==> src/rtl/lvlctl_pkg.sv <==
package lvlctl_pkg;

    typedef enum logic {
        ST_IDLE = 1'b0,
        ST_RUN  = 1'b1
    } ctl_state_e;

    typedef struct packed {
        logic start;
        logic open;
        logic close;
        logic error;
    } evt_t;

    localparam evt_t EVT_NONE = '{start: 1'b0, open: 1'b0, close: 1'b0, error: 1'b0};

endpackage

==> src/rtl/lvlctl_cfg.sv <==
module lvlctl_cfg #(
    parameter int unsigned CNT_W     = 4,
    parameter int unsigned APT_W     = 8,
    parameter int unsigned DEF_LIMIT = 3,
    parameter int unsigned DEF_APT   = 200
) (
    input  logic             clk,
    input  logic             rst,
    input  logic             locked_i,
    input  logic             we_i,
    input  logic [CNT_W-1:0] limit_i,
    input  logic [APT_W-1:0] apt_i,
    output logic [CNT_W-1:0] limit_o,
    output logic [APT_W-1:0] apt_o
);
    localparam logic [CNT_W-1:0] LIMIT_RST = CNT_W'(DEF_LIMIT);
    localparam logic [APT_W-1:0] APT_RST   = APT_W'(DEF_APT);

    logic accept;
    assign accept = we_i && !locked_i;

    always_ff @(posedge clk) begin
        if (rst) begin
            limit_o <= LIMIT_RST;
            apt_o   <= APT_RST;
        end else if (accept) begin
            limit_o <= limit_i;
            apt_o   <= apt_i;
        end
    end

    // settings frozen while armed
    a_r9_apt_frozen: assert property (@(posedge clk) disable iff (rst)
        locked_i |=> $stable(apt_o));
    a_r9_limit_frozen: assert property (@(posedge clk) disable iff (rst)
        locked_i |=> $stable(limit_o));

endmodule

==> src/rtl/lvlctl_cnt.sv <==
module lvlctl_cnt #(
    parameter int unsigned CNT_W = 4
) (
    input  logic             clk,
    input  logic             rst,
    input  logic             clr_i,
    input  logic             inc_i,
    output logic [CNT_W-1:0] next_o
);
    localparam logic [CNT_W-1:0] CNT_MAX = {CNT_W{1'b1}};

    logic [CNT_W-1:0] cnt_q;

    // value the count takes if the current warning is accepted
    assign next_o = (cnt_q == CNT_MAX) ? CNT_MAX : cnt_q + 1'b1;

    always_ff @(posedge clk) begin
        if (rst || clr_i) begin
            cnt_q <= '0;
        end else if (inc_i) begin
            cnt_q <= next_o;
        end
    end

    // saturation, never wraps back
    a_r7_saturate: assert property (@(posedge clk) disable iff (rst)
        (!clr_i && cnt_q == CNT_MAX) |=> cnt_q == CNT_MAX);
    // count holds without a warning
    a_r8_hold: assert property (@(posedge clk) disable iff (rst)
        (!clr_i && !inc_i) |=> $stable(cnt_q));
    // clear on arm
    a_r2_clear: assert property (@(posedge clk) disable iff (rst)
        clr_i |=> cnt_q == '0);

endmodule

==> src/rtl/lvlctl_fsm.sv <==
module lvlctl_fsm
    import lvlctl_pkg::*;
#(
    parameter int unsigned CNT_W = 4
) (
    input  logic             clk,
    input  logic             rst,
    input  logic             arm_i,
    input  logic             warn_hi_i,
    input  logic             warn_lo_i,
    input  logic [CNT_W-1:0] limit_i,
    input  logic [CNT_W-1:0] cnt_next_i,
    output logic             running_o,
    output logic             cnt_clr_o,
    output logic             cnt_inc_o,
    output evt_t             evt_o
);
    ctl_state_e state_q, state_d;
    evt_t       evt_d;
    logic       any_warn;
    logic       trip;

    assign any_warn  = warn_hi_i || warn_lo_i;
    assign trip      = cnt_next_i > limit_i;
    assign running_o = (state_q == ST_RUN);

    always_comb begin
        state_d   = state_q;
        evt_d     = EVT_NONE;
        cnt_clr_o = 1'b0;
        cnt_inc_o = 1'b0;
        unique case (state_q)
            ST_IDLE: begin
                if (arm_i) begin
                    state_d    = ST_RUN;
                    evt_d.start = 1'b1;
                    cnt_clr_o  = 1'b1;
                end
            end
            ST_RUN: begin
                if (any_warn) begin
                    cnt_inc_o = 1'b1;
                    if (trip) begin
                        evt_d.error = 1'b1;
                        evt_d.close = 1'b1;
                        state_d     = ST_IDLE;
                    end else if (warn_hi_i) begin
                        evt_d.close = 1'b1;
                    end else begin
                        evt_d.open = 1'b1;
                    end
                end
            end
            default: state_d = ST_IDLE;
        endcase
    end

    always_ff @(posedge clk) begin
        if (rst) begin
            state_q <= ST_IDLE;
            evt_o   <= EVT_NONE;
        end else begin
            state_q <= state_d;
            evt_o   <= evt_d;
        end
    end

    // arm while idle gives start next cycle
    a_r2_start: assert property (@(posedge clk) disable iff (rst)
        (state_q == ST_IDLE && arm_i) |=> (evt_o.start && state_q == ST_RUN));
    // error always accompanied by close, then idle
    a_r6_err_close: assert property (@(posedge clk) disable iff (rst)
        evt_o.error |-> (evt_o.close && !evt_o.open && state_q == ST_IDLE));
    // open and close exclusive
    a_r10_exclusive: assert property (@(posedge clk) disable iff (rst)
        $onehot0({evt_o.open, evt_o.close}));
    // warnings while idle give no valve command
    a_r8_idle_quiet: assert property (@(posedge clk) disable iff (rst)
        (state_q == ST_IDLE) |=> !(evt_o.open || evt_o.close || evt_o.error));
    // high wins over low
    a_r5_hi_wins: assert property (@(posedge clk) disable iff (rst)
        (state_q == ST_RUN && warn_hi_i && warn_lo_i) |=> (evt_o.close && !evt_o.open));

endmodule

==> src/rtl/lvlctl_top.sv <==
module lvlctl_top
    import lvlctl_pkg::*;
#(
    parameter int unsigned CNT_W     = 4,
    parameter int unsigned APT_W     = 8,
    parameter int unsigned DEF_LIMIT = 3,
    parameter int unsigned DEF_APT   = 200
) (
    input  logic             clk,
    input  logic             rst,
    input  logic             arm_i,
    input  logic             warn_hi_i,
    input  logic             warn_lo_i,
    input  logic             cfg_we_i,
    input  logic [CNT_W-1:0] cfg_limit_i,
    input  logic [APT_W-1:0] cfg_apt_i,
    output logic             start_o,
    output logic             open_o,
    output logic             close_o,
    output logic             error_o,
    output logic [APT_W-1:0] max_apt_o
);
    logic [CNT_W-1:0] limit_q;
    logic [CNT_W-1:0] cnt_next;
    logic             running;
    logic             cnt_clr;
    logic             cnt_inc;
    evt_t             evt;

    lvlctl_cfg #(
        .CNT_W(CNT_W), .APT_W(APT_W), .DEF_LIMIT(DEF_LIMIT), .DEF_APT(DEF_APT)
    ) cfg_i (
        .clk(clk), .rst(rst), .locked_i(running), .we_i(cfg_we_i),
        .limit_i(cfg_limit_i), .apt_i(cfg_apt_i),
        .limit_o(limit_q), .apt_o(max_apt_o)
    );

    lvlctl_cnt #(.CNT_W(CNT_W)) cnt_i (
        .clk(clk), .rst(rst), .clr_i(cnt_clr), .inc_i(cnt_inc), .next_o(cnt_next)
    );

    lvlctl_fsm #(.CNT_W(CNT_W)) fsm_i (
        .clk(clk), .rst(rst), .arm_i(arm_i), .warn_hi_i(warn_hi_i),
        .warn_lo_i(warn_lo_i), .limit_i(limit_q), .cnt_next_i(cnt_next),
        .running_o(running), .cnt_clr_o(cnt_clr), .cnt_inc_o(cnt_inc), .evt_o(evt)
    );

    assign start_o = evt.start;
    assign open_o  = evt.open;
    assign close_o = evt.close;
    assign error_o = evt.error;

endmodule

==> config.mk <==
export PLATFORM = sky130hd
export DESIGN_NAME = lvlctl_top
export DESIGN_NICKNAME = d
export VERILOG_FILES = /design/src/rtl/lvlctl_pkg.sv /design/src/rtl/lvlctl_cfg.sv /design/src/rtl/lvlctl_cnt.sv /design/src/rtl/lvlctl_fsm.sv /design/src/rtl/lvlctl_top.sv
export SDC_FILE = /design/constraint.sdc
export NUM_CORES = 1
export LEC_CHECK = 0
export BUFFER_PORTS_ARGS = -buffer_cell sky130_fd_sc_hd__buf_2
export CORE_MARGIN = 8
export CORE_UTILIZATION = 35
export CTS_CLUSTER_SIZE = 28
export DETAILED_ROUTE_END_ITERATION = 6
export SYNTH_ARGS = -nofsm -noshare
export SYNTH_HDL_FRONTEND = slang
export SYNTH_SLANG_ARGS = --single-unit
==> constraint.sdc <==
create_clock -name clk -period 1.74 [get_ports clk]
set_input_delay 0.087 -clock clk [delete_from_list [all_inputs] [get_ports clk]]
set_output_delay 0.087 -clock clk [all_outputs]
set_load 0.005 [all_outputs]
==> impl_results.md, run 1 <==
- Outcome: completed
- Slew Viols, Final: 0
- Top cells by area, synth: dfxtp_1 (46%), nand2_1 (10%), ha_1 (6.8%), a21oi_1 (6.0%), nand3b_1 (4.1%)
- # fillers: 244
- Starting density of the core: 0.370
- Final setup margin: approximately 0.037 ns
- Compound-Gate Fraction of Synth Area: 0.145
- Global-route wire length before repair: ~3700 um
- CP Launch Type: register
- WL/cell: 13.8 um
- Row count: 18
- Dpl cells: around 160
- DP Wirelength: ~1700 um
- Adder-cell share of the synthesized area: 0.0682
- Fmax: 587 MHz
- Num CTS Buffers: 3
- Req. time, crit path: between 1.5 and 2 ns
- Cell count of the worst reg-to-reg path: 6
- Netlist cell types: 28
- Sink count of the clock tree: 21
- Post-synth EDFFs: 0
- Gpl congestion: around 0.85
- Largest net degree at the start of global routing: 17
- Ys flop type: dfxtp_1
- PwrDens: 692 mW/mm2
- Simple-Gate Fraction of Synth Area: 0.265
- Io pins: 30
- # setup viols final: 0
- CP Data Arrival Time: between 1.5 and 2 ns
- Skew-Pair Late Insertion Delay: 0.30 ns
- ANT nets after route: 0
- Global Route Usage Sum: 0.107
- Clock Skew: approximately 0.0010 ns
- Layout area overhead: 49.7%
- Final Hold Viols: 0
- Commonest non-fill, non-tap cell in the layout: buf_2
- WL final: about 2500 um
- Die width: between 60 and 70 um
- Post-layout nets: roughly 170
- Yosys reg bits: 21
- Reg2reg end: fsm_i.running_o
- R2R Setup Slk: 0.04 ns
- WHS Path Cells: 3
- Vias per inst: roughly 5
- Final core area utilization: 0.554
- Tcrit/Tclk final: 0.978
- TritonCTS clock tree: yes
- Core area: around 0.0025 mm2
- Average size of a mapped cell: 8.90 um2
- Leakage power: approximately 0.61 nW
- CTS Buffer Depth: 2
- Synth async-reset ratio: 0
- VDD IR-drop max: 569 uV
- Post-Syn Instances: approximately 100
- Vias after detailed routing: slightly below 900
- Antenna cells: 0
- RSZ-0062 raised after global routing: yes
- Hold WC Path Type: in -> reg
- Largest family of logic cells by synthesized area: simple AND/OR/NAND/NOR gates
- Xor and xnor fraction of the mapped netlist area: 0
- Storage cell area: around 430 um2
- Tightest Pin Transition: 0.436 ns
- Yosys warning total: 0
- Die Y: ~67 um
- Largest fanout on the critical path: 5
- Post-synth top area share: 0.458
- Layout cells sized above 1: 0.400
- Synth Cell Area: 917 um2
- Yosys top cell by area: dfxtp_1
- Root Buffer: clkbuf_4
- DP Worst Slack: -0.0857 ns
- Synthesized net count: between 100 and 150
- Crit path capture type: register
- Initial DRC count: 25
- Sequential fraction of the synthesis area: 0.458
- Finished Layout Cells: 180
- Area of the multi-input gates: 563 um2
- Vias in the first global route: 917
- IO Port Bufs: 29
- Kind of critical path: reg -> reg
- Pre-antenna DRT Iters: 3
- Max-slew headroom at the worst pin: 0.709
- Setup TNS Final: 0 ns
- Grt ovf: 0
- CTS clk-pin slew, worst paths: between 0.1 and 0.15 ns
- Area of the die: around 0.0045 mm2
- Initial antenna violation count: 0
- DRC violations left: 0
- Mux contribution to synthesized area: 0.0327
- WHS Endpoint: cfg_i.limit_o[2]
- Reg2reg start: cnt_i.cnt_q[3]
- H-tree Lvls: 1
- Commonest non-fill, non-tap cells in the layout: buf_2 (29), nand2_1 (25), dfxtp_1 (18)
- Crit path time final: ~1.7 ns
- MaxCap Viol Count: 0
- Hold Path Origin: cfg_limit_i[2]
## cell type report
| class | count | area share |
|---|---|---|
| sequential | 21 | 0.311 |
| clock buffer | 3 | 0.0164 |
| multi-input combinational | 75 | 0.410 |
| inverter | 4 | 0.0109 |
| clock inverter | 1 | 0.00365 |
| timing repair buffer | 46 | 0.221 |
| tap | 30 | 0.0273 |
## synth_stat cells, types with 2 or more instances
master,count
nand3b_1,5
inv_1,3
nor2b_1,2
a21oi_1,11
nor2_1,6
nand2b_1,2
buf_2,2
nand2_1,25
ha_1,5
dfxtp_1,21
mux2i_1,3
nand3_1,2
## cells by family (layout without fill, tap and decap cells)
family                     count (synthesis)  after routing
DFF                                       21             21
AOI/OAI and AO/OA                         19             19
adders and majority gates                  5              5
muxes                                      3              3
and+or+nand+nor                           48             48
buffers and inverters                      7             54
## timing repair
action | in CTS | in global routing
hold buffers | 9 | 0
resized for setup | 7 | 15
endpoints found under the setup margin | 4 | 4
pin swaps | 3 | 8
hold endpoints to repair | 9 | 0
setup buffers | 2 | 1
## registers in the layout, indices dropped and copies added, names as in the netlist
register	cells
cfg_i.limit_o	4
fsm_i.running_o	1
cfg_i.apt_o	8
cnt_i.cnt_q	4
fsm_i.evt_o	4
## power by group
group          leakage (nW)  internal, mW  switching [mW]  total, mW
sequential            0.174         0.507          0.0134      0.521
clock                0.0177        0.0859           0.149      0.235
combinational         0.415        0.0995          0.0945      0.194
## critical path, stage by stage (launching register included)
cell,delay (ns)
dfxtp_1,0.51
nand3b_1,0.18
o21a_1,0.22
ha_4,0.23
and4_1,0.20
a21oi_2,0.16
a211oi_1,0.09
## worst max path at each step
stage | from | endpoint
floorplan | cnt_i.cnt_q[0] | fsm_i.running_o
global placement | cnt_i.cnt_q[0] | fsm_i.evt_o[0]
detailed placement | cnt_i.cnt_q[0] | fsm_i.running_o
CTS | cnt_i.cnt_q[2] | fsm_i.running_o
global route | cnt_i.cnt_q[2] | fsm_i.evt_o[0]
finish | cnt_i.cnt_q[3] | fsm_i.running_o
## metrics by stage
| stage | hold WS, ns | area (um2) | power, mW |
|---|---|---|---|
| floorplan | 0.166 | 917 | 0.622 |
| global placement | 0.288 | 1120 | 0.677 |
| detailed placement | 0.296 | 1120 | 0.685 |
| CTS | 0.000136 | 1290 | 0.943 |
| global route | 0.00363 | 1370 | 1.01 |
| finish | 0.00801 | 1370 | 0.950 |
## layer usage
layer  share of wire  track usage  up-vias
li1                -            -      442
met1            0.39        0.110      402
met2            0.51        0.191       28
met3           0.081       0.0563        6
met4           0.015       0.0183        0
met5               0            0        -
(Power assumes the default switching activity.)
==> run 2, diff against run 1 <==
SETUP_SLACK_MARGIN = 0.1   (was unset)
==> impl_results.md, run 2 (synthesis gave the netlist of run 1 again) <==
- Crit path time final: 1.69 ns (was 1.70 ns)
- GRT Max-Usage Layer: met2 (unchanged)
- Leakage power: 0.597 nW (was 0.607 nW)
- M2 GR Usage: 0.147 (was 0.191)
- Num CTS Buffers: 3 (unchanged)
- Outcome: completed (unchanged)
- CP Data Arrival Time: 1.93 ns (was 1.90 ns)
- Largest net degree at the start of global routing: 17 (unchanged)
- # fillers: 241 (was 244)
- Commonest non-fill, non-tap cells in the layout: buf_2 (29), nand2_1 (25), dfxtp_1 (17) (was buf_2 (29), nand2_1 (25), dfxtp_1 (18))
- Skew-Pair Late Insertion Delay: 0.30 ns (about the same)
- Vias in the first global route: 759 (was 917)
- Finished Layout Cells: 179 (was 180)
- Core area: 0.00248 mm2 (unchanged)
- Register with the most flip-flops: cfg_i.apt_o (unchanged)
- Hold WC Path Type: in -> reg (unchanged)
- Grt ovf: 0 (unchanged)
- Slew Viols, Final: 0 (unchanged)
- Root Buffer: clkbuf_4 (unchanged)
- Switch Pwr: 242 uW (was 257 uW)
- Final Hold Viols: 0 (unchanged)
- WHS Endpoint: cfg_i.limit_o[2] (unchanged)
- Max reg flops: 8 (unchanged)
- DP Wirelength: 1570 um (was 1700 um)
- Starting density of the core: 0.370 (unchanged)
- Antenna cells: 0 (unchanged)
- Commonest non-fill, non-tap cell in the layout: buf_2 (unchanged)
- CTS clk-pin slew, worst paths: 0.11 ns (about the same)
- Vias per inst: 4.81 (was 4.88)
- Global-route wire length before repair: 3350 um (was 3720 um)
- Post-layout nets: 173 (was 174)
- Vias after detailed routing: 861 (was 878)
- Sink count of the clock tree: 21 (unchanged)
- Sw Share: 0.261 (was 0.271)
- Int Pwr: 686 uW (was 693 uW)
- WL final: 2260 um (was 2480 um)
- VDD IR-drop max: 779 uV (was 569 uV)
- Reg2reg start: cnt_i.cnt_q[0] (was cnt_i.cnt_q[3])
- Sequential share of power: 0.559 (was 0.548)
- Initial DRC count: 33 (was 25)
- # setup viols final: 0 (unchanged)
- Clock power share: 0.244 (was 0.247)
- Fmax: 591 MHz (was 587 MHz)
- CP Launch Type: register (unchanged)
- Layout area overhead: 48.6% (was 49.7%)
- MaxCap Viol Count: 0 (unchanged)
- Req. time, crit path: 1.98 ns (was 1.94 ns)
- TritonCTS clock tree: yes (unchanged)
- Gpl congestion: 0.710 (was 0.850)
- Die width: 67.2 um (unchanged)
- DRC violations left: 0 (unchanged)
- Global Route Usage Sum: 0.0953 (was 0.107)
- Comb power frac: 0.197 (was 0.204)
- PwrDens: 682 mW/mm2 (was 692 mW/mm2)
- Crit path capture type: register (unchanged)
- Dpl cells: 160 (was 164)
- Pre-antenna DRT Iters: 4 (was 3)
- Initial antenna violation count: 0 (unchanged)
- WL/cell: 12.6 um (was 13.8 um)
- Reg2reg end: fsm_i.evt_o[0] (was fsm_i.running_o)
- ANT nets after route: 0 (unchanged)
- Met1 usage: 0.115 (was 0.110)
- Tcrit/Tclk final: 0.972 (was 0.978)
- WHS Path Cells: 3 (unchanged)
- Hold Path Origin: cfg_limit_i[2] (unchanged)
- Clock Skew: 0.00357 ns (was 0.00102 ns)
- H-tree Lvls: 1 (unchanged)
- IO Port Bufs: 29 (unchanged)
- Max-slew headroom at the worst pin: 0.716 (was 0.709)
- Io pins: 30 (unchanged)
- Die Y: 67.2 um (unchanged)
- Area of the die: 0.00451 mm2 (unchanged)
- CTS Buffer Depth: 2 (unchanged)
- Kind of critical path: reg -> reg (unchanged)
- Routing usage on met3: 0.0497 (was 0.0563)
- Row count: 18 (unchanged)
- RSZ-0062 raised after global routing: yes (unchanged)
- Layout cells sized above 1: 0.409 (was 0.400)
- Tightest Pin Transition: 0.427 ns (was 0.436 ns)
- R2R Setup Slk: 0.05 ns (was 0.04 ns)
- Setup TNS Final: 0 ns (unchanged)
- Largest fanout on the critical path: 5 (unchanged)
- Cell count of the worst reg-to-reg path: 7 (was 6)
[run 2: power by group through the flow]
stage	registers [mW]	logic (mW)	clock network [mW]
final	0.519	0.183	0.227
after global routing	0.523	0.206	0.269
after CTS	0.519	0.169	0.238
after detailed placement	0.532	0.153	0
after global placement	0.531	0.150	0
after floorplan	0.533	0.0971	0
[run 2: worst max-delay path by stage]
stage                              start              end  slack, ns  cells past startpoint
after floorplan           cnt_i.cnt_q[0]   fsm_i.evt_o[1]       0.11                      8
after global placement    cnt_i.cnt_q[2]  fsm_i.running_o       0.05                      7
after detailed placement  cnt_i.cnt_q[0]  fsm_i.running_o     -0.006                      8
after CTS                 cnt_i.cnt_q[1]   fsm_i.evt_o[0]       0.06                      7
after global routing      cnt_i.cnt_q[0]   fsm_i.evt_o[0]      -0.01                      7
final                     cnt_i.cnt_q[0]   fsm_i.evt_o[0]       0.05                      7
[run 2: cell type report]
type                    count  area (um2)  area share
flip-flops and latches     21         433       0.318
well taps                  30        37.5      0.0275
clock buffers               4        26.3      0.0193
inverters                   4        15.0      0.0110
multi-input cells          75         566       0.415
repair buffers             45         285       0.209
[run 2: stage by stage]
step                power, mW  worst slack (ns)  instance area (um2)   util  hold WS [ns]
finish                  0.929            0.0489                 1360  0.550        0.0183
global route            0.998           -0.0118                 1360  0.550       0.00124
CTS                     0.926            0.0590                 1270  0.513       0.00487
detailed placement      0.685          -0.00585                 1120  0.453         0.295
global placement        0.681            0.0503                 1120  0.453         0.290
floorplan               0.630             0.110                  946      -         0.166
[run 2: timing repair]
action / CTS / global route
resized for setup: 11 / 5
setup endpoints to repair: 4 / 4
hold buffers: 6 / 2
endpoints found under the hold margin: 6 / 2
setup buffers: 2 / 5
pin swaps: 6 / 8
[run 2: per-layer routing]
metal  vias to the layer above  wire length (um)
met1                       390               936
met4                         0                13
met3                         2               192
li1                        443                 -
met5                         -                 0
met2                        26              1110
[run 2: critical path, cell delays in order, from the launching register on]
cell	delay, ns
dfxtp_4	0.38
ha_4	0.19
nand3b_1	0.10
o21a_1	0.22
ha_4	0.23
and4_1	0.18
a21oi_2	0.17
nor2b_1	0.16
==> run 3, diff against run 2 <==
clock period = 1.8 ns   (was 1.74 ns; I/O delays follow)
==> impl_results.md, run 3 (synthesis gave the netlist of run 1 again) <==
- Outcome: completed (unchanged)
- Area of the die: 0.00451 mm2 (unchanged)
- # fillers: 239 (was 241)
- Sink count of the clock tree: 21 (unchanged)
- Largest net degree at the start of global routing: 17 (unchanged)
- DP Wirelength: 1610 um (was 1570 um)
- Buf/Inv on CP: 0 (unchanged)
- Row count: 18 (unchanged)
- RSZ-0062 raised after global routing: yes (unchanged)
- Fmax: 605 MHz (was 591 MHz)
- Num CTS Buffers: 3 (unchanged)
- Max-slew headroom at the worst pin: 0.717 (was 0.716)
- Die Y: 67.2 um (unchanged)
- Placed cell areas: 0.00110 mm2 (was 0.00112 mm2)
- WL/cell: 13.6 um (was 12.6 um)
- CTS clk-pin slew, worst paths: 0.12 ns (was 0.11 ns)
- Met1 usage: 0.116 (was 0.115)
- CP Launch Type: register (unchanged)
- Req. time, crit path: 2.05 ns (was 1.98 ns)
- Root Buffer: clkbuf_4 (unchanged)
- Stages on worst setup path: 7 (unchanged)
- Kind of critical path: reg -> reg (unchanged)
- DRC violations left: 0 (unchanged)
- Crit path time final: 1.65 ns (was 1.69 ns)
- Register with the most flip-flops: cfg_i.apt_o (unchanged)
- Crit path from: cnt_i.cnt_q[1] (was cnt_i.cnt_q[0])
- Max stage delay on crit path: 0.38 ns (about the same)
- DP Worst Slack: -0.0128 ns (was -0.00585 ns)
- CTS Buffer Depth: 2 (unchanged)
- CP Data Arrival Time: 1.91 ns (was 1.93 ns)
- Commonest non-fill, non-tap cells in the layout: buf_2 (29), nand2_1 (25), dfxtp_1 (17) (unchanged)
- Leakage power: 0.612 nW (was 0.597 nW)
- Layout cells sized above 1: 0.393 (was 0.409)
- Vias after detailed routing: 858 (was 861)
- Post-layout nets: 174 (was 173)
- Layout area overhead: 49.4% (was 48.6%)
- Gpl congestion: 0.858 (was 0.710)
- Io pins: 30 (unchanged)
- Global Route Usage Sum: 0.112 (was 0.0953)
- Slew Viols, Final: 0 (unchanged)
- Vias per inst: 4.77 (was 4.81)
- Skew-Pair Late Insertion Delay: 0.31 ns (was 0.30 ns)
- Antenna cells: 0 (unchanged)
- M2 GR Usage: 0.200 (was 0.147)
- Grt ovf: 0 (unchanged)
- Area of the multi-input gates: 554 um2 (was 566 um2)
- Commonest non-fill, non-tap cell in the layout: buf_2 (unchanged)
- Crit path to: fsm_i.evt_o[0] (unchanged)
- Final Hold Viols: 0 (unchanged)
- Pre-antenna DRT Iters: 4 (unchanged)
- Cell count of the worst reg-to-reg path: 7 (unchanged)
- Tcrit/Tclk final: 0.919 (was 0.972)
- H-tree Lvls: 1 (unchanged)
- Crit path cell chain: ha_4 -> nand3_4 -> and2_4 -> ha_1 -> and4_1 -> a21oi_2 -> nor2b_1 (was ha_4 -> nand3b_1 -> o21a_1 -> ha_4 -> and4_1 -> a21oi_2 -> nor2b_1)
- Routing usage on met3: 0.0613 (was 0.0497)
- Reg2reg end: fsm_i.evt_o[0] (unchanged)
- Vias in the first global route: 884 (was 759)
- Initial antenna violation count: 0 (unchanged)
- GRT Max-Usage Layer: met2 (unchanged)
- Pwr Total: 914 uW (was 929 uW)
- Max reg flops: 8 (unchanged)
- VDD IR-drop max: 637 uV (was 779 uV)
- MaxCap Viol Count: 0 (unchanged)
- Clock Skew: 0.00175 ns (was 0.00357 ns)
- Finished Layout Cells: 180 (was 179)
- PwrDens: 667 mW/mm2 (was 682 mW/mm2)
- Core area: 0.00248 mm2 (unchanged)
- ANT nets after route: 0 (unchanged)
- Initial DRC count: 34 (was 33)
- Tightest Pin Transition: 0.424 ns (was 0.427 ns)
- Reg2reg start: cnt_i.cnt_q[1] (was cnt_i.cnt_q[0])
- TritonCTS clock tree: yes (unchanged)
- Delay-heaviest family, CP: simple AND/OR/NAND/NOR gates (unchanged)
- Storage cell area: 428 um2 (was 433 um2)
- WL final: 2440 um (was 2260 um)
- Global-route wire length before repair: 3970 um (was 3350 um)
- Dpl cells: 160 (unchanged)
- Die width: 67.2 um (unchanged)
- Starting density of the core: 0.370 (unchanged)
- Design area: 0.00137 mm2 (was 0.00136 mm2)
- Setup TNS Final: 0 ns (unchanged)
- # setup viols final: 0 (unchanged)
- Hold WC Path Type: in -> reg (unchanged)
- Final setup margin: 0.147 ns (was 0.0489 ns)
- IO Port Bufs: 29 (unchanged)
- R2R Setup Slk: 0.15 ns (was 0.05 ns)
- Largest fanout on the critical path: 4 (was 5)
- Crit path capture type: register (unchanged)
- Slowest-stage cell, CP: dfxtp_4 (unchanged)
run 3: cell count changes in the layout (fill, tap and decap cells not counted), moves of 2 or more:
cell | previous run | this run
ha_1 | 1 | 3
buf_6 | 0 | 2
dfxtp_4 | 3 | 1
ha_4 | 4 | 2
dfxtp_2 | 1 | 3
buf_4 | 8 | 4
dlygate4sd3_1 | 8 | 11
run 3: timing repair:
item                                    in CTS  in global routing
endpoints found under the hold margin       11                  0
resized for setup                            8                 13
endpoints found under the setup margin       4                  4
pin swaps                                    4                  6
hold buffers                                11                  0
setup buffers                                2                  3
run 3: layout make-up:
class,instances,share of cell area
sequential,21,0.312
timing repair buffer,46,0.225
tap,30,0.0274
inverter,4,0.0110
multi-input combinational,75,0.405
clock buffer,3,0.0164
clock inverter,1,0.00365
run 3: power breakdown:
part           leakage [nW]  internal, mW  switching [mW]  total [mW]
Clock                0.0177        0.0831           0.145       0.228
Sequential            0.175         0.490          0.0127       0.502
Combinational         0.420        0.0938          0.0897       0.183
run 3: worst register-to-register path: stages, from the launching register on:
cell and delay [ns]:
dfxtp_4 0.38, ha_4 0.18, nand3_4 0.10, and2_4 0.16, ha_1 0.27, and4_1 0.20
a21oi_2 0.16, nor2b_1 0.15
run 3: per-layer routing:
metal	wire [um]	up-vias
li1	-	441
met1	973	395
met2	1260	22
met3	214	0
met4	0	0
met5	0	-
run 3: worst min-delay path by stage:
stage                               from                to  cells after the start
after floorplan                warn_hi_i    fsm_i.evt_o[2]                      1
after global placement    cfg_limit_i[1]  cfg_i.limit_o[1]                      2
after detailed placement  cfg_limit_i[1]  cfg_i.limit_o[1]                      2
after CTS                   cfg_apt_i[4]    cfg_i.apt_o[4]                      3
after global routing      cfg_limit_i[3]  cfg_i.limit_o[3]                      3
final                     cfg_limit_i[3]  cfg_i.limit_o[3]                      3
run 3: per-stage QoR:
stage	hold slack [ns]	util
3_5_place_dp	0.300	0.443
5_1_grt	0.00755	0.553
4_1_cts	0.00196	0.518
2_1_floorplan	0.169	-
3_3_place_gp	0.293	0.443
6_report	0.0102	0.553
